### src/rtl/wpc_pkg.sv
package wpc_pkg;
  typedef enum logic [1:0] {
    ST_IDLE   = 2'd0,
    ST_FIRST  = 2'd1,
    ST_SECOND = 2'd2,
    ST_FILL   = 2'd3
  } lk_state_e;
endpackage

### src/rtl/wpc_way_store.sv
module wpc_way_store #(
  parameter int IDX_W  = 3,
  parameter int TAG_W  = 13,
  parameter int DATA_W = 32
) (
  input  logic              clk_i,
  input  logic              rst_ni,
  input  logic [IDX_W-1:0]  rd_idx_i,
  input  logic              wr_en_i,
  input  logic [IDX_W-1:0]  wr_idx_i,
  input  logic [TAG_W-1:0]  wr_tag_i,
  input  logic [DATA_W-1:0] wr_data_i,
  output logic              rd_vld_o,
  output logic [TAG_W-1:0]  rd_tag_o,
  output logic [DATA_W-1:0] rd_data_o
);
  localparam int SETS = 1 << IDX_W;

  logic [SETS-1:0]   vld_q;
  logic [TAG_W-1:0]  tag_q [SETS];
  logic [DATA_W-1:0] dat_q [SETS];

  always_ff @(posedge clk_i or negedge rst_ni) begin
    if (!rst_ni)      vld_q <= '0;
    else if (wr_en_i) vld_q[wr_idx_i] <= 1'b1;
  end

  // payload arrays carry no reset; valid bits gate them
  always_ff @(posedge clk_i) begin
    if (wr_en_i) begin
      tag_q[wr_idx_i] <= wr_tag_i;
      dat_q[wr_idx_i] <= wr_data_i;
    end
  end

  assign rd_vld_o  = vld_q[rd_idx_i];
  assign rd_tag_o  = tag_q[rd_idx_i];
  assign rd_data_o = dat_q[rd_idx_i];
endmodule

### src/rtl/wpc_predictor.sv
module wpc_predictor #(
  parameter int IDX_W = 3
) (
  input  logic             clk_i,
  input  logic             rst_ni,
  input  logic [IDX_W-1:0] rd_idx_i,
  output logic             way_o,
  input  logic             upd_en_i,
  input  logic [IDX_W-1:0] upd_idx_i,
  input  logic             upd_way_i
);
  localparam int SETS = 1 << IDX_W;

  logic [SETS-1:0] steer_q;

  always_ff @(posedge clk_i or negedge rst_ni) begin
    if (!rst_ni)       steer_q <= '0;
    else if (upd_en_i) steer_q[upd_idx_i] <= upd_way_i;
  end

  assign way_o = steer_q[rd_idx_i];
endmodule

### src/rtl/wpc_ctrl.sv
module wpc_ctrl
  import wpc_pkg::*;
#(
  parameter int CNT_W = 16
) (
  input  logic             clk_i,
  input  logic             rst_ni,
  input  logic             req_valid_i,
  input  logic             probe_hit_i,
  input  logic             fill_valid_i,
  output lk_state_e        state_o,
  output logic             accept_o,
  output logic             req_ready_o,
  output logic             rsp_valid_o,
  output logic             rsp_miss_o,
  output logic             fill_req_o,
  output logic             fill_wr_o,
  output logic             steer_upd_o,
  output logic [CNT_W-1:0] cnt_fast_o,
  output logic [CNT_W-1:0] cnt_slow_o,
  output logic [CNT_W-1:0] cnt_miss_o
);
  lk_state_e  state_q, state_d;
  logic       fast_hit, slow_hit, miss;

  assign req_ready_o = (state_q == ST_IDLE);
  assign accept_o    = req_valid_i && req_ready_o;
  assign fast_hit    = (state_q == ST_FIRST)  &&  probe_hit_i;
  assign slow_hit    = (state_q == ST_SECOND) &&  probe_hit_i;
  assign miss        = (state_q == ST_SECOND) && !probe_hit_i;
  assign fill_req_o  = (state_q == ST_FILL);
  assign fill_wr_o   = fill_req_o && fill_valid_i;
  assign rsp_valid_o = fast_hit || slow_hit || fill_wr_o;
  assign rsp_miss_o  = fill_wr_o;
  assign steer_upd_o = slow_hit || fill_wr_o;
  assign state_o     = state_q;

  always_comb begin
    state_d = state_q;
    unique case (state_q)
      ST_IDLE:   if (accept_o)     state_d = ST_FIRST;
      ST_FIRST:  state_d = probe_hit_i ? ST_IDLE : ST_SECOND;
      ST_SECOND: state_d = probe_hit_i ? ST_IDLE : ST_FILL;
      ST_FILL:   if (fill_valid_i) state_d = ST_IDLE;
      default:   state_d = ST_IDLE;
    endcase
  end

  always_ff @(posedge clk_i or negedge rst_ni) begin
    if (!rst_ni) begin
      state_q    <= ST_IDLE;
      cnt_fast_o <= '0;
      cnt_slow_o <= '0;
      cnt_miss_o <= '0;
    end else begin
      state_q <= state_d;
      if (fast_hit) cnt_fast_o <= cnt_fast_o + 1'b1;
      if (slow_hit) cnt_slow_o <= cnt_slow_o + 1'b1;
      if (miss)     cnt_miss_o <= cnt_miss_o + 1'b1;
    end
  end

  a_r8_accept_busy: assert property (@(posedge clk_i) disable iff (!rst_ni)
    (req_valid_i && req_ready_o) |=> !req_ready_o);

  a_r8_single_rsp: assert property (@(posedge clk_i) disable iff (!rst_ni)
    rsp_valid_o |=> (!rsp_valid_o && req_ready_o));

  a_r5_fill_hold: assert property (@(posedge clk_i) disable iff (!rst_ni)
    (fill_req_o && !fill_valid_i) |=> fill_req_o);
endmodule

### src/rtl/wp_cache_lookup.sv
module wp_cache_lookup
  import wpc_pkg::*;
#(
  parameter int ADDR_W = 16,
  parameter int IDX_W  = 3,
  parameter int DATA_W = 32,
  parameter int CNT_W  = 16
) (
  input  logic              clk_i,
  input  logic              rst_ni,
  input  logic              req_valid_i,
  input  logic [ADDR_W-1:0] req_addr_i,
  output logic              req_ready_o,
  output logic              rsp_valid_o,
  output logic [DATA_W-1:0] rsp_data_o,
  output logic              rsp_miss_o,
  output logic              fill_req_o,
  output logic [ADDR_W-1:0] fill_addr_o,
  input  logic              fill_valid_i,
  input  logic [DATA_W-1:0] fill_data_i,
  output logic [CNT_W-1:0]  cnt_fast_o,
  output logic [CNT_W-1:0]  cnt_slow_o,
  output logic [CNT_W-1:0]  cnt_miss_o
);
  localparam int TAG_W = ADDR_W - IDX_W;
  localparam int WAYS  = 2;

  lk_state_e         state;
  logic              accept, probe_hit, fill_wr, steer_upd;
  logic              steer_way, probe_way, victim_way;
  logic [ADDR_W-1:0] addr_q;
  logic [IDX_W-1:0]  set_idx;
  logic [TAG_W-1:0]  req_tag;
  logic              w_vld [WAYS];
  logic [TAG_W-1:0]  w_tag [WAYS];
  logic [DATA_W-1:0] w_dat [WAYS];

  always_ff @(posedge clk_i or negedge rst_ni) begin
    if (!rst_ni)     addr_q <= '0;
    else if (accept) addr_q <= req_addr_i;
  end

  assign set_idx    = addr_q[IDX_W-1:0];
  assign req_tag    = addr_q[ADDR_W-1:IDX_W];
  assign victim_way = ~steer_way;
  // steering bit picks the way before the compare; second cycle takes the other
  assign probe_way  = (state == ST_SECOND) ? ~steer_way : steer_way;
  // the single tag comparator of the block
  assign probe_hit  = w_vld[probe_way] && (w_tag[probe_way] == req_tag);
  assign rsp_data_o = fill_wr ? fill_data_i : w_dat[probe_way];
  assign fill_addr_o = addr_q;

  wpc_predictor #(.IDX_W(IDX_W)) u_pred (
    .clk_i     (clk_i),
    .rst_ni    (rst_ni),
    .rd_idx_i  (set_idx),
    .way_o     (steer_way),
    .upd_en_i  (steer_upd),
    .upd_idx_i (set_idx),
    .upd_way_i (victim_way)
  );

  for (genvar w = 0; w < WAYS; w++) begin : g_way
    wpc_way_store #(.IDX_W(IDX_W), .TAG_W(TAG_W), .DATA_W(DATA_W)) u_store (
      .clk_i     (clk_i),
      .rst_ni    (rst_ni),
      .rd_idx_i  (set_idx),
      .wr_en_i   (fill_wr && (victim_way == w[0])),
      .wr_idx_i  (set_idx),
      .wr_tag_i  (req_tag),
      .wr_data_i (fill_data_i),
      .rd_vld_o  (w_vld[w]),
      .rd_tag_o  (w_tag[w]),
      .rd_data_o (w_dat[w])
    );
  end

  wpc_ctrl #(.CNT_W(CNT_W)) u_ctrl (
    .clk_i        (clk_i),
    .rst_ni       (rst_ni),
    .req_valid_i  (req_valid_i),
    .probe_hit_i  (probe_hit),
    .fill_valid_i (fill_valid_i),
    .state_o      (state),
    .accept_o     (accept),
    .req_ready_o  (req_ready_o),
    .rsp_valid_o  (rsp_valid_o),
    .rsp_miss_o   (rsp_miss_o),
    .fill_req_o   (fill_req_o),
    .fill_wr_o    (fill_wr),
    .steer_upd_o  (steer_upd),
    .cnt_fast_o   (cnt_fast_o),
    .cnt_slow_o   (cnt_slow_o),
    .cnt_miss_o   (cnt_miss_o)
  );

  logic [CNT_W+1:0] cnt_total;
  assign cnt_total = CNT_W'(cnt_fast_o) + cnt_slow_o + cnt_miss_o;

  a_r4_retrain: assert property (@(posedge clk_i) disable iff (!rst_ni)
    (state == ST_SECOND && probe_hit) |=> (steer_way != $past(steer_way)));

  a_r6_fill_installs: assert property (@(posedge clk_i) disable iff (!rst_ni)
    (fill_req_o && fill_valid_i) |=> probe_hit);

  a_r5_fill_addr_stable: assert property (@(posedge clk_i) disable iff (!rst_ni)
    (fill_req_o && !fill_valid_i) |=> $stable(fill_addr_o));

  a_r9_count_step: assert property (@(posedge clk_i) disable iff (!rst_ni)
    1'b1 |=> ((cnt_total - $past(cnt_total)) <= 1));
endmodule

### config.mk
export PLATFORM = sky130hd
export DESIGN_NAME = wp_cache_lookup
export DESIGN_NICKNAME = d
export VERILOG_FILES = /design/src/rtl/wpc_pkg.sv /design/src/rtl/wpc_way_store.sv /design/src/rtl/wpc_predictor.sv /design/src/rtl/wpc_ctrl.sv /design/src/rtl/wp_cache_lookup.sv
export SDC_FILE = /design/constraint.sdc
export NUM_CORES = 1
export LEC_CHECK = 0
export BUFFER_PORTS_ARGS = -buffer_cell sky130_fd_sc_hd__buf_2
export CAP_MARGIN = 20
export CORE_ASPECT_RATIO = 1.1
export CORE_UTILIZATION = 56
export CTS_CLUSTER_DIAMETER = 50
export DETAILED_ROUTE_END_ITERATION = 12
export PLACE_DENSITY = 0.82
export SKIP_CTS_REPAIR_TIMING = 1
export SYNTH_ARGS = -nofsm -noshare
export SYNTH_HDL_FRONTEND = slang
export SYNTH_HIERARCHICAL = 1
export SYNTH_SLANG_ARGS = --single-unit
### constraint.sdc
create_clock -name clk_i -period 13.8 [get_ports clk_i]
set_input_delay 0.69 -clock clk_i [delete_from_list [all_inputs] [get_ports clk_i]]
set_output_delay 0.69 -clock clk_i [all_outputs]
set_load 0.005 [all_outputs]
======== After elaboration in Yosys (flattened, before gate mapping) ========
Memory sizes are Yosys's and may differ from the RTL's.
Index checks and enable logic that the tools add are counted.
storage, ports and cells
  flip-flop bits (word level) ............. 90
  RAM bits ................................ 720
  input port bits ......................... 52
  output and inout bits ................... 100
  logic and storage cells ................. 72
  memories ................................ 4
memories
  memory                  depth  width  read ports  clocked after memory_dff  wr ports  line                 text
  g_way[0].u_store.dat_q  8      32     1           0                         1         wpc_way_store.sv:21  logic [DATA_W-1:0] dat_q [SETS];
  g_way[1].u_store.dat_q  8      32     1           0                         1         wpc_way_store.sv:21
  g_way[0].u_store.tag_q  8      13     1           0                         1         wpc_way_store.sv:20  logic [TAG_W-1:0] tag_q [SETS];
  g_way[1].u_store.tag_q  8      13     1           0                         1         wpc_way_store.sv:20
operators by class
  $add $sub $neg .......................... 3
  $lt $le $gt $ge ......................... 3
  equality and inequality tests ........... 6
  muxes and demuxes ....................... 29
  bitwise logic cells ..................... 4
  reductions and logical operators ........ 15
operators by type and width
  kind                                                                                  count
  32-bit two-way mux                                                                    4
  16-bit by 1-bit adder with 16-bit output (second input constant)                      3
  13-bit two-way mux                                                                    3
  8-bit bitwise OR                                                                      2
  13-bit == test                                                                        1
  1-bit two-way mux                                                                     12
  1-bit binary-select mux with 3-bit select                                             3
  1-bit logical AND                                                                     9
  8-bit bitwise mux                                                                     1
  2-bit two-way mux                                                                     4
  2-bit one-hot mux with 4 select lines                                                 1
  2-bit == test (second input constant)                                                 2
  3-bit by 4-bit less-than comparator with 1-bit output (second input constant)         1
  2-bit inequality test (second input constant)                                         2
  1-bit demux with 3-bit select                                                         1
  3-bit by 1-bit greater-or-equal comparator with 1-bit output (second input constant)  1
  1-bit logical OR                                                                      3
  2-bit by 1-bit == test with 1-bit output (second input constant)                      1
  2-bit greater-or-equal comparator (second input constant)                             1
  2-bit logical NOT                                                                     1
  1-bit inverter with 2-bit output                                                      1
  2-bit AND reduction                                                                   1
  1-bit logical NOT                                                                     1
  1-bit inverter                                                                        1

======== Depth between registers and ports, before layout ========
Gate-level depths: netlist (run 1).
  depth after elaboration ................. 13
  mapped depth ............................ 14
  mapped depth without buffers ............ 11

======== By module ========
Netlist (run 1), hierarchy kept.
modules (own cells, without submodules)
  module                            times used  cells an instance  area an instance (µm²)  seq. area each (µm²)
  wpc_way_store (g_way[0].u_store)  1           555                14183.6                 11010.6
  wpc_way_store (g_way[1].u_store)  1           555                14174.8                 11010.6
  wpc_ctrl                          1           198                2285.9                  1251.2
  wp_cache_lookup                   1           182                1582.8                  400.4
  wpc_predictor                     1           27                 432.9                   200.2

======== Worst setup path after synthesis (run 1) ========
OpenSTA, ideal clock, no wires.
  path kind ............................... register -> register
  start ................................... register addr_q[0] (netlist: fill_addr_o[0])
  end ..................................... register g_way[1].u_store.vld_q[0]
  setup time .............................. 93 ps
  arrival ................................. 7106 ps
  data required time ...................... 13707 ps
  slack ................................... 6600 ps
  stages on the path, launching flop included .. 6
  buffers on the path ..................... 0
  clock period less this slack ............ 7200 ps
  cells stage by stage .................... dfrtp_1 mux4_1 mux2_2 nor2b_1 nor4b_1 or2_2
on the way
  elaborated cells between the ends (all ways) .. 10
  those cells by class .................... order compare: 2; mux: 4; bitwise: 2; reduce/logical: 2
RTL lines
  item                                       line                   text
  start, declared                            wp_cache_lookup.sv:31  logic [ADDR_W-1:0] addr_q;
  start signal, assigned                     wp_cache_lookup.sv:40  else if (accept) addr_q <= req_addr_i;
  1-bit binary-select mux with 3-bit select  wpc_predictor.sv:21    assign way_o = steer_q[rd_idx_i];
  1-bit two-way mux (not written as such)    wpc_predictor.sv:21
  net steer_way                              wp_cache_lookup.sv:30  logic steer_way, probe_way, victim_way;
  1-bit inverter                             wp_cache_lookup.sv:45  assign victim_way = ~steer_way;
  1-bit logical AND                          wp_cache_lookup.sv:68  .wr_en_i (fill_wr && (victim_way == w[0])),
  end signal, assigned                       wpc_way_store.sv:24    if (!rst_ni) vld_q <= '0;
  end signal, assigned by index              wpc_way_store.sv:25    else if (wr_en_i) vld_q[wr_idx_i] <= 1'b1;
  end, declared                              wpc_way_store.sv:19    logic [SETS-1:0] vld_q;
The timed path passes the listed nets, and every way through them passes these cells. The select of a mux whose other input is x is not followed.
A chain may end at the register's enable or synchronous reset.

======== Final worst setup path (run 1) ========
  start ................................... register addr_q[0] (netlist: fill_addr_o[0])
  end ..................................... output rsp_valid_o
on the way
  cells in the longest elaborated chain, start to end .. 13
  elaborated cells between the ends (all ways) .. 23
  those cells by class .................... eq/ne: 1; mux: 13; bitwise: 2; reduce/logical: 5; memory: 2
RTL lines
  item                                                      line                            text
  1-bit binary-select mux with 3-bit select *               wpc_predictor.sv:21
  1-bit two-way mux (not written as such) *                 wpc_predictor.sv:21
  net steer_way                                             wp_cache_lookup.sv:30
  1-bit inverter                                            wp_cache_lookup.sv:47           assign probe_way = (state == ST_SECOND) ? ~steer_way : steer_way;
  1-bit two-way mux *                                       wp_cache_lookup.sv:47
  1-bit inverter with 2-bit output (not written as such) *  wp_cache_lookup.sv:49           assign probe_hit = w_vld[probe_way] && (w_tag[probe_way] == req_tag);
  13-bit two-way mux (not written as such) (3 in series)    wp_cache_lookup.sv:49
  13-bit == test                                            wp_cache_lookup.sv:49
  1-bit logical AND *                                       wp_cache_lookup.sv:49
  net probe_hit                                             wp_cache_lookup.sv:29           logic accept, probe_hit, fill_wr, steer_upd;
  1-bit logical AND, on equally long branches               wpc_ctrl.sv:28, wpc_ctrl.sv:29
  1-bit logical OR * (2 in series)                          wpc_ctrl.sv:33                  assign rsp_valid_o = fast_hit || slow_hit || fill_wr_o;
  end, declared                                             wp_cache_lookup.sv:14           output logic rsp_valid_o,
Mark *: on every way through the listed nets, which the timed path passes. The rest lies on a longest branch. The select of a mux whose other input is x is not followed.

==> run_results.csv, run 1 <==
group,metric,value,unit
status,outcome,"complete, no violations",
timing,tightestPinTransition,1080,ps
logic_synthesis,synth_edf_count,720,
power,power_density,210,mW/mm^2
clock_tree,clock-root-buffer,"sky130_fd_sc_hd__clkbuf_16",
setup_path,setup.worst_path.end_class,"output pin",
clock_tree,clkTransAtPathRegs,60,ps
placement,port_buffers,151,
logic_synthesis,sequential_to_total_area_share_from_yosys_stat,73.1,%
min_path,min_path_cells,2,
grt,track_usage,24.0,%
routing,firstDrtPassIters,5,
floorplanning,fp.coreArea,0.0574,mm^2
logic_synthesis,synth_top_family_by_area,"multiplexers",
clock_tree,cts_made_buffers,81,
clock_tree,later_pin_clock_latency_in_the_skew_report,640,ps
placement,post-dp-hpwl,35200,um
timing,finalSetupTns,0,ps
final_layout,drive_above_1_share,30.2,%
routing,route.vias.total,15900,
setup_path,regToRegEndpoint,"u_pred/steer_q[0]",
logic_synthesis,post_synth_xor_area_fraction,1.58,%
grt,global_route_wire_length_before_repair,103000,um
logic_synthesis,synthDominantCellAreaShare,66.2,%
floorplanning,design.portCount,152,
logic_synthesis,nets_in_the_synthesized_netlist,1572,
grt,grt_max_degree,139,
grt,antenna_found_initial,1,
final_layout,final_cell_count_no_fill,2534,
timing,grt_setup_unrepaired,"no",
grt,grt_overflow_total,0,
min_path,min_delay_worst_endpoint,"fill_addr_o[10]",
floorplanning,die_height,255,um
logic_synthesis,simple_gate_share_of_the_synthesized_area,2.85,%
floorplanning,placement_rows,92,
logic_synthesis,synth.area.mux_share,19.6,%
setup_path,crit_path_cell_trace,"buf_12 > mux4_1 > mux2_2 > xnor2_2 > buf_4 > mux2i_1 > xor2_1 > nand4_1 > nor4_2 > clkbuf_4 > nand3b_2 > nand2_1 > buf_2",
final_layout,most-common-layout-cells,"sky130_fd_sc_hd__edfxtp_1 (720), sky130_fd_sc_hd__buf_2 (150), sky130_fd_sc_hd__mux2_2 (119)",
routing,wire_per_inst,27.9,um
timing,whs,289,ps
logic_synthesis,synthCells,1517,
clock_tree,cts-htree-levels,3,
logic_synthesis,adder_cell_share_of_the_synthesized_area,0.115,%
clock_tree,cts_tree,"yes",
timing,setup_violations,0,
timing,fmaxAchievable,149,MHz
final_layout,area_of_all_sequential_standard_cells,0.0239,mm^2
routing,post-route-drc-count,0,
logic_synthesis,mappedNetlistArea,0.0327,mm^2
logic_synthesis,syn-mean-instance-area,21.5,um^2
timing,finalHoldViolCount,0,
timing,slew_viol_final,0,
floorplanning,design.die.area,0.0593,mm^2
setup_path,critical_path_arrival,6040,ps
logic_synthesis,synth_compound_area_share,0.912,%
routing,wirelength,70700,um
clock_tree,clkSinkCount,810,
final_layout,nFillCells,3530,
setup_path,critPathMaxFanout,138,
final_layout,most_common_cell_after_layout_fill_and_taps_aside,"sky130_fd_sc_hd__edfxtp_1",
setup_path,worstRegToRegCells,14,
power,power.static_leakage,13.0,nW
setup_path,r2r_slack,7490,ps
logic_synthesis,ys_dominant_reg_cell,"sky130_fd_sc_hd__edfxtp_1",
timing,slew_headroom,27.8,%
routing,drt_iter0_drc,1717,
logic_synthesis,count_of_distinct_cell_types_in_the_synthesized_netlist,50,
final_layout,finish.net_count,1769,
setup_path,critPathRequiredTime,13110,ps
setup_path,crit_path_max_incr_delay,840,ps
min_path,hold_class,"input pin to flop",
setup_path,worst-setup-path-type,"flop to output pin",
grt,grt_pass1_vias,16500,
logic_synthesis,synth_seq_cells,810,
timing,clock_skew,25.8,ps
setup_path,crit_slowest_cell,"sky130_fd_sc_hd__buf_4",
clock_tree,ctsLongestPathBuffers,3,
job,max-cap-violations,0,
setup_path,crit_path_start_kind,"flop",
floorplanning,floorplan.initialDensity,56.9,%
placement,gp_congestion,0.769,
setup_path,critical_path.reg2reg.startpoint,"fill_addr_o[0]",
placement,post-place-cells,2381,
logic_synthesis,synth.top_cells.by_area,"sky130_fd_sc_hd__edfxtp_1 (66%), sky130_fd_sc_hd__mux4_1 (9.5%), sky130_fd_sc_hd__dfrtp_1 (6.9%), sky130_fd_sc_hd__mux4_2 (4.7%), sky130_fd_sc_hd__mux2_2 (4.1%)",
timing,shortest_clock_period_the_worst_path_allows_after_layout,6730,ps
final_layout,n_antenna_cell,0,
final_layout,layout-area-overhead-vs-synth,13.2,%
power,power.ir.vdd_worst,0.248,mV
logic_synthesis,yosys_warnings,6,
routing,detail_routed_via_count_per_cell,6.29,
logic_synthesis,share_of_flip_flops_with_an_asynchronous_set_or_reset,11.1,%
final_layout,multi_input_combinational_cell_area,0.00833,mm^2
logic_synthesis,netlist.top_cell.by_area,"sky130_fd_sc_hd__edfxtp_1",
timing,period_share,48.8,%
routing,route.antenna.remaining_nets,0,
floorplanning,chip_width,232,um
min_path,hp-start,"req_addr_i[10]",
==> per-layer routing <==
metal  part of all wire, %  vias up  routed length [um]  global-route usage, %
met1                    39     8319               27300                   31.1
met3                   6.6      117                4660                   4.13
li1                      -     6737                   -                      -
met5                 0.013        -                   9                      0
met4                   2.6        2                1830                   8.72
met2                    52      759               37000                   41.2
==> synthesized netlist by cell type, types with 16 or more instances <==
cell type and instances:
sky130_fd_sc_hd__clkbuf_1 25, sky130_fd_sc_hd__xor2_1 26, sky130_fd_sc_hd__buf_2 16, sky130_fd_sc_hd__o21ai_0 33
sky130_fd_sc_hd__edfxtp_1 720, sky130_fd_sc_hd__mux2i_1 44, sky130_fd_sc_hd__dfrtp_1 90, sky130_fd_sc_hd__nand2_1 58
sky130_fd_sc_hd__mux2_2 119, sky130_fd_sc_hd__mux4_2 68, sky130_fd_sc_hd__mux4_1 118, sky130_fd_sc_hd__xnor2_1 33
==> layout make-up <==
class,instances,area share [%]
multi-input combinational,620,22.5
inverter,12,0.122
tap,752,2.54
clock buffer,95,5.68
clock inverter,56,1.62
sequential,810,64.6
timing repair buffer,189,2.92
==> cells by family (layout without fill, tap and decap cells) <==
logic type | count (synthesis) | after routing
mux | 349 | 349
buf+inv | 87 | 352
flops | 810 | 810
simple gates | 161 | 161
compound gates | 48 | 48
xor+xnor | 59 | 59
fa+ha+maj | 3 | 3
==> power breakdown <==
group          switching, W  total (W)  internal (W)  leakage [nW]
Sequential         0.000236    0.00320       0.00297          7.65
Clock              0.000942    0.00223       0.00129          1.32
Combinational       0.00120    0.00234       0.00114          4.02
==> worst max-delay path by stage <==
stage	endpoint	slack, ps	startpoint	depth (start not counted)
2_1_floorplan	g_way[1].u_store/vld_q[0]	6600	fill_addr_o[0]	5
3_3_place_gp	u_pred/steer_q[0]	7370	fill_addr_o[0]	13
3_5_place_dp	u_pred/steer_q[0]	7100	fill_addr_o[0]	13
4_1_cts	rsp_valid_o	6540	fill_addr_o[0]	12
5_1_grt	rsp_valid_o	6860	fill_addr_o[0]	13
6_report	rsp_valid_o	7070	fill_addr_o[0]	13
==> metrics by stage <==
step / util [%] / worst slack, ps / instance area [um^2] / total power, W
after floorplan: - / 6600 / 32700 / 0.00486
after global placement: 59.6 / 7370 / 34200 / 0.00548
after detailed placement: 59.6 / 7100 / 34300 / 0.00556
after CTS: 64.4 / 6540 / 37000 / 0.00782
after global routing: 64.4 / 6860 / 37000 / 0.00806
final: 64.4 / 7070 / 37000 / 0.00777
==> critical path: cells and delay by family, from the launching register on <==
family	cells	cell delay, ps
buffers and inverters	4	2010
multiplexers	3	1390
AND/OR/NAND/NOR	4	870
flip-flops	1	680
XOR/XNOR	2	350
==> state kept, by name (all words and copies together), names as in the netlist <==
name / count
g_way.u_store/dat_q: 512
u_ctrl/cnt_slow_o: 16
g_way.u_store/tag_q: 208
g_way.u_store/vld_q: 16
u_ctrl/cnt_miss_o: 16
fill_addr_o: 16
u_pred/steer_q: 8
u_ctrl/state_o: 2
u_ctrl/cnt_fast_o: 16
Note: power is estimated with default switching activity, not from simulation.
==> run 2, diff against run 1 <==
--- a/config.mk
+++ b/config.mk
@@ -8,10 +8,10 @@
 export BUFFER_PORTS_ARGS = -buffer_cell sky130_fd_sc_hd__buf_2
 export CAP_MARGIN = 20
 export CORE_ASPECT_RATIO = 1.1
-export CORE_UTILIZATION = 56
+export CORE_UTILIZATION = 55
 export CTS_CLUSTER_DIAMETER = 50
 export DETAILED_ROUTE_END_ITERATION = 12
-export PLACE_DENSITY = 0.82
+export PLACE_DENSITY = 0.83
 export SKIP_CTS_REPAIR_TIMING = 1
 export SYNTH_ARGS = -nofsm -noshare
 export SYNTH_HDL_FRONTEND = slang
==> constraint.sdc (replaced) <==
create_clock -name clk_i -period 5.78 [get_ports clk_i]
set_input_delay 0.289 -clock clk_i [delete_from_list [all_inputs] [get_ports clk_i]]
set_output_delay 0.289 -clock clk_i [all_outputs]
set_load 0.005 [all_outputs]
==> run_results.csv, run 2 (synthesized netlist as in run 1, its figures left out) <==
group,metric,value,unit
floorplanning,floorplan.initialDensity,55.7,%
setup_path,critical_path.reg2reg.startpoint,"fill_addr_o[0]",
clock_tree,clock-root-buffer,"sky130_fd_sc_hd__clkbuf_16",
routing,detail_routed_via_count_per_cell,6.25,
setup_path,worst-setup-path-type,"flop to output pin",
timing,clock_skew,33.9,ps
timing,slew_viol_final,0,
timing,finalSetupTns,0,ps
grt,antenna_found_initial,3,
routing,route.vias.total,16100,
final_layout,top_register,"g_way.u_store/dat_q",
timing,setup_violations,0,
clock_tree,ctsLongestPathBuffers,3,
setup_path,endpoint,"rsp_valid_o",
setup_path,crit_path_max_incr_delay,640,ps
setup_path,crit_slowest_cell,"sky130_fd_sc_hd__dfrtp_4",
final_layout,layout-area-overhead-vs-synth,14.3,%
setup_path,stages_on_worst_setup_path,13,
routing,wirelength,69300,um
setup_path,setup.worst_path.end_class,"output pin",
floorplanning,placement_rows,93,
floorplanning,design.die.area,0.0604,mm^2
power,power_density,500,mW/mm^2
power,power.static_leakage,13.2,nW
setup_path,critPathRequiredTime,5490,ps
timing,shortest_clock_period_the_worst_path_allows_after_layout,5330,ps
routing,post-route-drc-count,0,
power,power.ir.vdd_worst,0.376,mV
clock_tree,clkSinkCount,810,
grt,track_usage,23.4,%
setup_path,crit_path_start_kind,"flop",
status,outcome,"complete, no violations",
timing,tightestPinTransition,1160,ps
min_path,hold_class,"input pin to flop",
setup_path,critPathMaxFanout,26,
placement,placement.setup.worst_slack,540,ps
setup_path,worst_path_dominant_cell_family,"buffers and inverters",
floorplanning,fp.coreArea,0.0586,mm^2
setup_path,timing.critical_path.buf_inv,4,
final_layout,drive_above_1_share,30.8,%
routing,firstDrtPassIters,9,
timing,finalHoldViolCount,0,
setup_path,crit_path_cell_trace,"mux4_1 > mux2_2 > xnor2_2 > buf_8 > buf_4 > nand4_1 > o311ai_0 > o21ai_0 > nor4_2 > buf_4 > nand3b_2 > nand2_1 > buf_2",
timing,worst_slack,451,ps
setup_path,critical_path_arrival,5040,ps
final_layout,most_common_cell_after_layout_fill_and_taps_aside,"sky130_fd_sc_hd__edfxtp_1",
setup_path,path_common_cell,"sky130_fd_sc_hd__buf_4",
grt,grt_overflow_total,0,
routing,route.antenna.remaining_nets,0,
final_layout,number_of_flip_flops_in_the_largest_register,512,
timing,slew_headroom,22.5,%
timing,fmaxAchievable,188,MHz
job,max-cap-violations,0,
clock_tree,clkTransAtPathRegs,50,ps
clock_tree,cts_tree,"yes",
final_layout,top_regs,"g_way.u_store/dat_q x512, g_way.u_store/tag_q x208",
placement,post-dp-hpwl,35500,um
grt,global_route_wire_length_before_repair,103000,um
clock_tree,cts-htree-levels,3,
setup_path,worstRegToRegCells,14,
floorplanning,chip_width,234,um
setup_path,crit_start,"fill_addr_o[0]",
placement,port_buffers,151,
timing,period_share,92.2,%
timing,grt_setup_unrepaired,"no",
routing,drt_iter0_drc,1506,
setup_path,regToRegEndpoint,"u_pred/steer_q[0]",
clock_tree,later_pin_clock_latency_in_the_skew_report,650,ps
grt,grt_pass1_vias,16800,
final_layout,finish.net_count,1795,
placement,gp_congestion,0.809,
final_layout,nFillCells,3810,
floorplanning,die_height,258,um
floorplanning,design.portCount,152,
final_layout,most-common-layout-cells,"sky130_fd_sc_hd__edfxtp_1 (720), sky130_fd_sc_hd__buf_2 (150), sky130_fd_sc_hd__mux2_2 (119)",
grt,grt_max_degree,122,
setup_path,r2r_slack,500,ps
clock_tree,cts_made_buffers,84,
routing,wire_per_inst,26.9,um
[run 2: cell count changes in the layout (fill, tap and decap cells not counted), sizes merged]
cell and delta:
diode +3, inv +3, buf +8, clkinv +1
clkbuf +3, bufinv -4, dlygate4sd3 +16, clkinvlp +1
[run 2: worst min-delay path by stage]
stage / depth (start not counted) / to / startpoint / slack, ps
global placement: 1 / u_ctrl/cnt_miss_o[12] / rst_ni / 230
CTS: 1 / u_ctrl/cnt_miss_o[5] / rst_ni / -430
detailed placement: 1 / u_ctrl/cnt_miss_o[4] / rst_ni / 250
floorplan: 0 / fill_addr_o[0] / rst_ni / -7
finish: 3 / u_ctrl/state_o[0] / fill_valid_i / 1
global route: 3 / u_ctrl/state_o[0] / fill_valid_i / 10
[run 2: area by class of cell]
type / instances / area [um^2] / share of cell area [%]
sequential: 810 / 23900 / 64.0
multi-input combinational: 620 / 8350 / 22.4
clock buffer: 99 / 2260 / 6.06
timing repair buffer: 212 / 1300 / 3.49
tap: 760 / 951 / 2.55
clock inverter: 57 / 533 / 1.43
inverter: 12 / 45.0 / 0.121
antenna: 3 / 7.51 / 0.0201
[run 2: stage by stage]
step           utilization, %  area (um^2)  std cells  hold slack, ps  total power, W
5_1_grt                  63.7        37300       2573            14.4          0.0194
4_1_cts                  63.4        37200       2553            -430          0.0188
3_5_place_dp             58.6        34400       2397             246          0.0133
3_3_place_gp             58.6        34300       2396             232          0.0131
6_report                 63.7        37300       2573            1.06          0.0187
2_1_floorplan               -        32700       1517           -6.59          0.0116
[run 2: tightest hold or removal path: stages]
cell and delay (ps):
sky130_fd_sc_hd__buf_2 110, sky130_fd_sc_hd__or2b_1 120, sky130_fd_sc_hd__a21oi_1 60
[run 2: power breakdown]
group / total [W] / switching [W] / leakage (nW) / internal (W)
Clock: 0.00542 / 0.00231 / 1.37 / 0.00311
Sequential: 0.00755 / 0.000461 / 7.65 / 0.00709
Combinational: 0.00570 / 0.00295 / 4.13 / 0.00275
Total: 0.0187 / 0.00572 / 13.2 / 0.0129
[run 2: layer usage]
metal	vias to the layer above	global-route usage, %	share of wire, %
li1	6785	-	-
met1	8487	30.8	39
met2	679	38.8	51
met3	129	4.22	6.8
met4	0	9.37	2.8
met5	-	0	0
==> run 3, diff against run 2 <==
--- a/config.mk
+++ b/config.mk
@@ -5,13 +5,15 @@
 export SDC_FILE = /design/constraint.sdc
 export NUM_CORES = 1
 export LEC_CHECK = 0
+export ABC_AREA = 1
 export BUFFER_PORTS_ARGS = -buffer_cell sky130_fd_sc_hd__buf_2
 export CAP_MARGIN = 20
 export CORE_ASPECT_RATIO = 1.1
-export CORE_UTILIZATION = 55
+export CORE_UTILIZATION = 24
 export CTS_CLUSTER_DIAMETER = 50
 export DETAILED_ROUTE_END_ITERATION = 12
-export PLACE_DENSITY = 0.83
+export MAX_ROUTING_LAYER = met4
+export PLACE_DENSITY = 0.47
 export SKIP_CTS_REPAIR_TIMING = 1
 export SYNTH_ARGS = -nofsm -noshare
 export SYNTH_HDL_FRONTEND = slang
==> run_results.csv, run 3 <==
group,metric,value,unit
logic_synthesis,syn-mean-instance-area,9.47,um^2
logic_synthesis,sequential_to_total_area_share_from_yosys_stat,64.4,%
routing,wirelength,106000,um
logic_synthesis,synthDominantCellAreaShare,58.3,%
floorplanning,chip_width,377,um
logic_synthesis,synth.top_cells.by_area,"sky130_fd_sc_hd__edfxtp_1 (58%), sky130_fd_sc_hd__nand2_1 (15%), sky130_fd_sc_hd__inv_1 (8.4%), sky130_fd_sc_hd__dfrtp_1 (6.1%), sky130_fd_sc_hd__nand3_1 (5.6%)",
logic_synthesis,synth_common_cells,"sky130_fd_sc_hd__nand2_1 (1454), sky130_fd_sc_hd__inv_1 (827), sky130_fd_sc_hd__edfxtp_1 (720)",
floorplanning,fp.coreArea,0.153,mm^2
power,power_switching,0.00844,W
power,power_density,484,mW/mm^2
clock_tree,clkSinkCount,810,
grt,global_route_wire_length_before_repair,159000,um
clock_tree,later_pin_clock_latency_in_the_skew_report,690,ps
logic_synthesis,share_of_flip_flops_with_an_asynchronous_set_or_reset,11.1,%
timing,grt_setup_unrepaired,"no",
routing,wire_per_inst,17.0,um
power,power.ir.vdd_worst,0.339,mV
logic_synthesis,ys_dominant_reg_cell,"sky130_fd_sc_hd__edfxtp_1",
final_layout,number_of_flip_flops_in_the_largest_register,512,
clock_tree,cts_made_buffers,93,
logic_synthesis,nets_in_the_synthesized_netlist,3970,
logic_synthesis,yosys_warnings,6,
setup_path,critPathRequiredTime,5490,ps
min_path,hold_class,"input pin to asynchronous set/reset pin",
final_layout,top_register,"g_way.u_store/dat_q",
logic_synthesis,count_of_distinct_cell_types_in_the_synthesized_netlist,32,
placement,gp_congestion,0.762,
timing,finalHoldViolCount,0,
floorplanning,design.die.area,0.156,mm^2
setup_path,critical_path.reg2reg.startpoint,"fill_addr_o[1]",
final_layout,nFillCells,15900,
logic_synthesis,synthCells,3915,
logic_synthesis,netlist.top_cell.by_area,"sky130_fd_sc_hd__edfxtp_1",
power,power.static_leakage,19.7,nW
final_layout,most_common_cell_after_layout_fill_and_taps_aside,"sky130_fd_sc_hd__nand2_1",
placement,post-place-cells,6002,
timing,slew_headroom,23.2,%
job,max-cap-violations,0,
setup_path,critPathMaxFanout,40,
clock_tree,cts_tree,"yes",
final_layout,layout-area-overhead-vs-synth,17.3,%
timing,period_share,80.8,%
routing,detail_routed_via_count_per_cell,4.06,
routing,firstDrtPassIters,5,
clock_tree,ctsLongestPathBuffers,3,
final_layout,most-common-layout-cells,"sky130_fd_sc_hd__nand2_1 (1454), sky130_fd_sc_hd__inv_1 (824), sky130_fd_sc_hd__edfxtp_1 (720)",
final_layout,final_cell_count_no_fill,6220,
floorplanning,die_height,414,um
logic_synthesis,synth_seq_cells,810,
grt,grt_max_degree,162,
floorplanning,floorplan.initialDensity,24.3,%
clock_tree,clock-root-buffer,"sky130_fd_sc_hd__clkbuf_16",
final_layout,finish.net_count,4141,
timing,clock_skew,49.2,ps
clock_tree,clkTransAtPathRegs,60,ps
power,sw_ratio,40.1,%
grt,antenna_found_initial,11,
routing,route.vias.total,25200,
timing,whs,19.4,ps
logic_synthesis,mappedNetlistArea,0.0371,mm^2
placement,post-dp-hpwl,56800,um
logic_synthesis,count_leader_synth,"sky130_fd_sc_hd__nand2_1",
routing,post-route-drc-count,0,
floorplanning,placement_rows,150,
final_layout,top_regs,"g_way.u_store/dat_q x512, g_way.u_store/tag_q x208",
status,outcome,"complete, no violations",
grt,grt_overflow_total,0,
setup_path,worst-setup-path-type,"flop to output pin",
placement,port_buffers,151,
power,p_clk_share,28.4,%
grt,grt_pass1_vias,24700,
routing,drt_iter0_drc,1626,
final_layout,drive_above_1_share,9.44,%
timing,worst_slack,1110,ps
power,power_report.internal_total,0.0126,W
timing,finalSetupTns,0,ps
power,combPwrFrac,36.0,%
timing,fmaxAchievable,214,MHz
timing,slew_viol_final,0,
power,total_power,0.0210,W
grt,track_usage,13.9,%
logic_synthesis,synth_edf_count,720,
setup_path,crit_path_start_kind,"flop",
routing,route.antenna.remaining_nets,0,
placement,placement.setup.worst_slack,1490,ps
setup_path,crit_start,"fill_addr_o[1]",
power,seq_power_share,35.6,%
floorplanning,design.portCount,152,
timing,tightestPinTransition,1150,ps
setup_path,setup.worst_path.end_class,"output pin",
setup_path,critical_path_arrival,4380,ps
timing,setup_violations,0,
clock_tree,cts-htree-levels,3,
timing,shortest_clock_period_the_worst_path_allows_after_layout,4670,ps
## run 3: changes by cell type after synthesis, sizes merged, moves of 83 or more
cell,previous run,this run
nand3,15,417
mux4,186,0
inv,12,835
nor2,10,93
buf,50,139
nand2,58,1457
mux2,119,4
## run 3: final timing paths
path / to / slack, ps / cells after the start
worst max-delay path: rsp_valid_o / 1110 / 18
worst min-delay path: fill_addr_o[12] / 20 / 2
worst max register to register: u_ctrl/state_o[0] / 1400 / 19
worst min register to register: g_way[0].u_store/vld_q[3] / 460 / 2
max in group asynchronous: fill_addr_o[1] / 4870 / 4
min in group clk_i: g_way[1].u_store/dat_q[0][2] / 20 / 1
## run 3: metal layers
metal | vias to the layer above | GRT usage, % | wire (um)
met1 | 12100 | 16.4 | 45200
met4 | 0 | 3.98 | 2300
met3 | 146 | 2.04 | 4080
met2 | 435 | 24.4 | 54200
met5 | - | - | 0
li1 | 12500 | - | -
## run 3: cells by family (layout without fill, tap and decap cells)
kind of cell / after synthesis / after routing / share of synthesized area, %
and+or+nand+nor: 1994 / 1994 / 22.1
buffers and inverters: 996 / 1243 / 11.3
DFF: 810 / 810 / 64.4
AOI/OAI and AO/OA: 72 / 72 / 1.09
xor gates and xnor gates: 36 / 36 / 0.850
muxes: 4 / 4 / 0.121
adders and majority gates: 3 / 3 / 0.101
other: 0 / 6 / 0
## run 3: final cells by class
class	instances	area, um^2	share of cell area [%]
multi-input cells	2109	9130	21.0
inverters	835	3150	7.24
repair buffers	237	1630	3.75
diodes	6	15.0	0.0345
clock buffers	111	2470	5.67
flip-flops and latches	810	23900	54.9
well taps	2052	2570	5.90
clock inverters	60	642	1.48
## run 3: critical path: stages (launching register included)
cell and delay, ps:
sky130_fd_sc_hd__dfrtp_4 660, sky130_fd_sc_hd__buf_4 360, sky130_fd_sc_hd__inv_4 470, sky130_fd_sc_hd__buf_4 340, sky130_fd_sc_hd__nand3_1 110, sky130_fd_sc_hd__nand2_1 60, sky130_fd_sc_hd__nand2_1 50, sky130_fd_sc_hd__nand2_1 150
sky130_fd_sc_hd__nand2_1 70, sky130_fd_sc_hd__nand2_1 80, sky130_fd_sc_hd__nand2_1 50, sky130_fd_sc_hd__inv_1 60, sky130_fd_sc_hd__nand2_1 50, sky130_fd_sc_hd__nor2_1 90, sky130_fd_sc_hd__nand2_1 50, sky130_fd_sc_hd__nor2_1 530
sky130_fd_sc_hd__nand3_4 230, sky130_fd_sc_hd__nand3_1 160, sky130_fd_sc_hd__buf_2 120
## run 3: power by group through the flow
stage | sequential (W) | clock [W] | combinational [W]
floorplan | 0.00735 | 0 | 0.00513
detailed placement | 0.00763 | 0 | 0.00775
finish | 0.00749 | 0.00598 | 0.00757
global placement | 0.00762 | 0 | 0.00773
global route | 0.00755 | 0.00634 | 0.00857
CTS | 0.00751 | 0.00614 | 0.00778
## run 3: per-stage QoR
step	utilization, %	instance area [um^2]
after floorplan	-	37100
after detailed placement	26.2	39900
final	28.5	43500
after global routing	28.5	43500
after CTS	28.2	43000
after global placement	26.2	39900
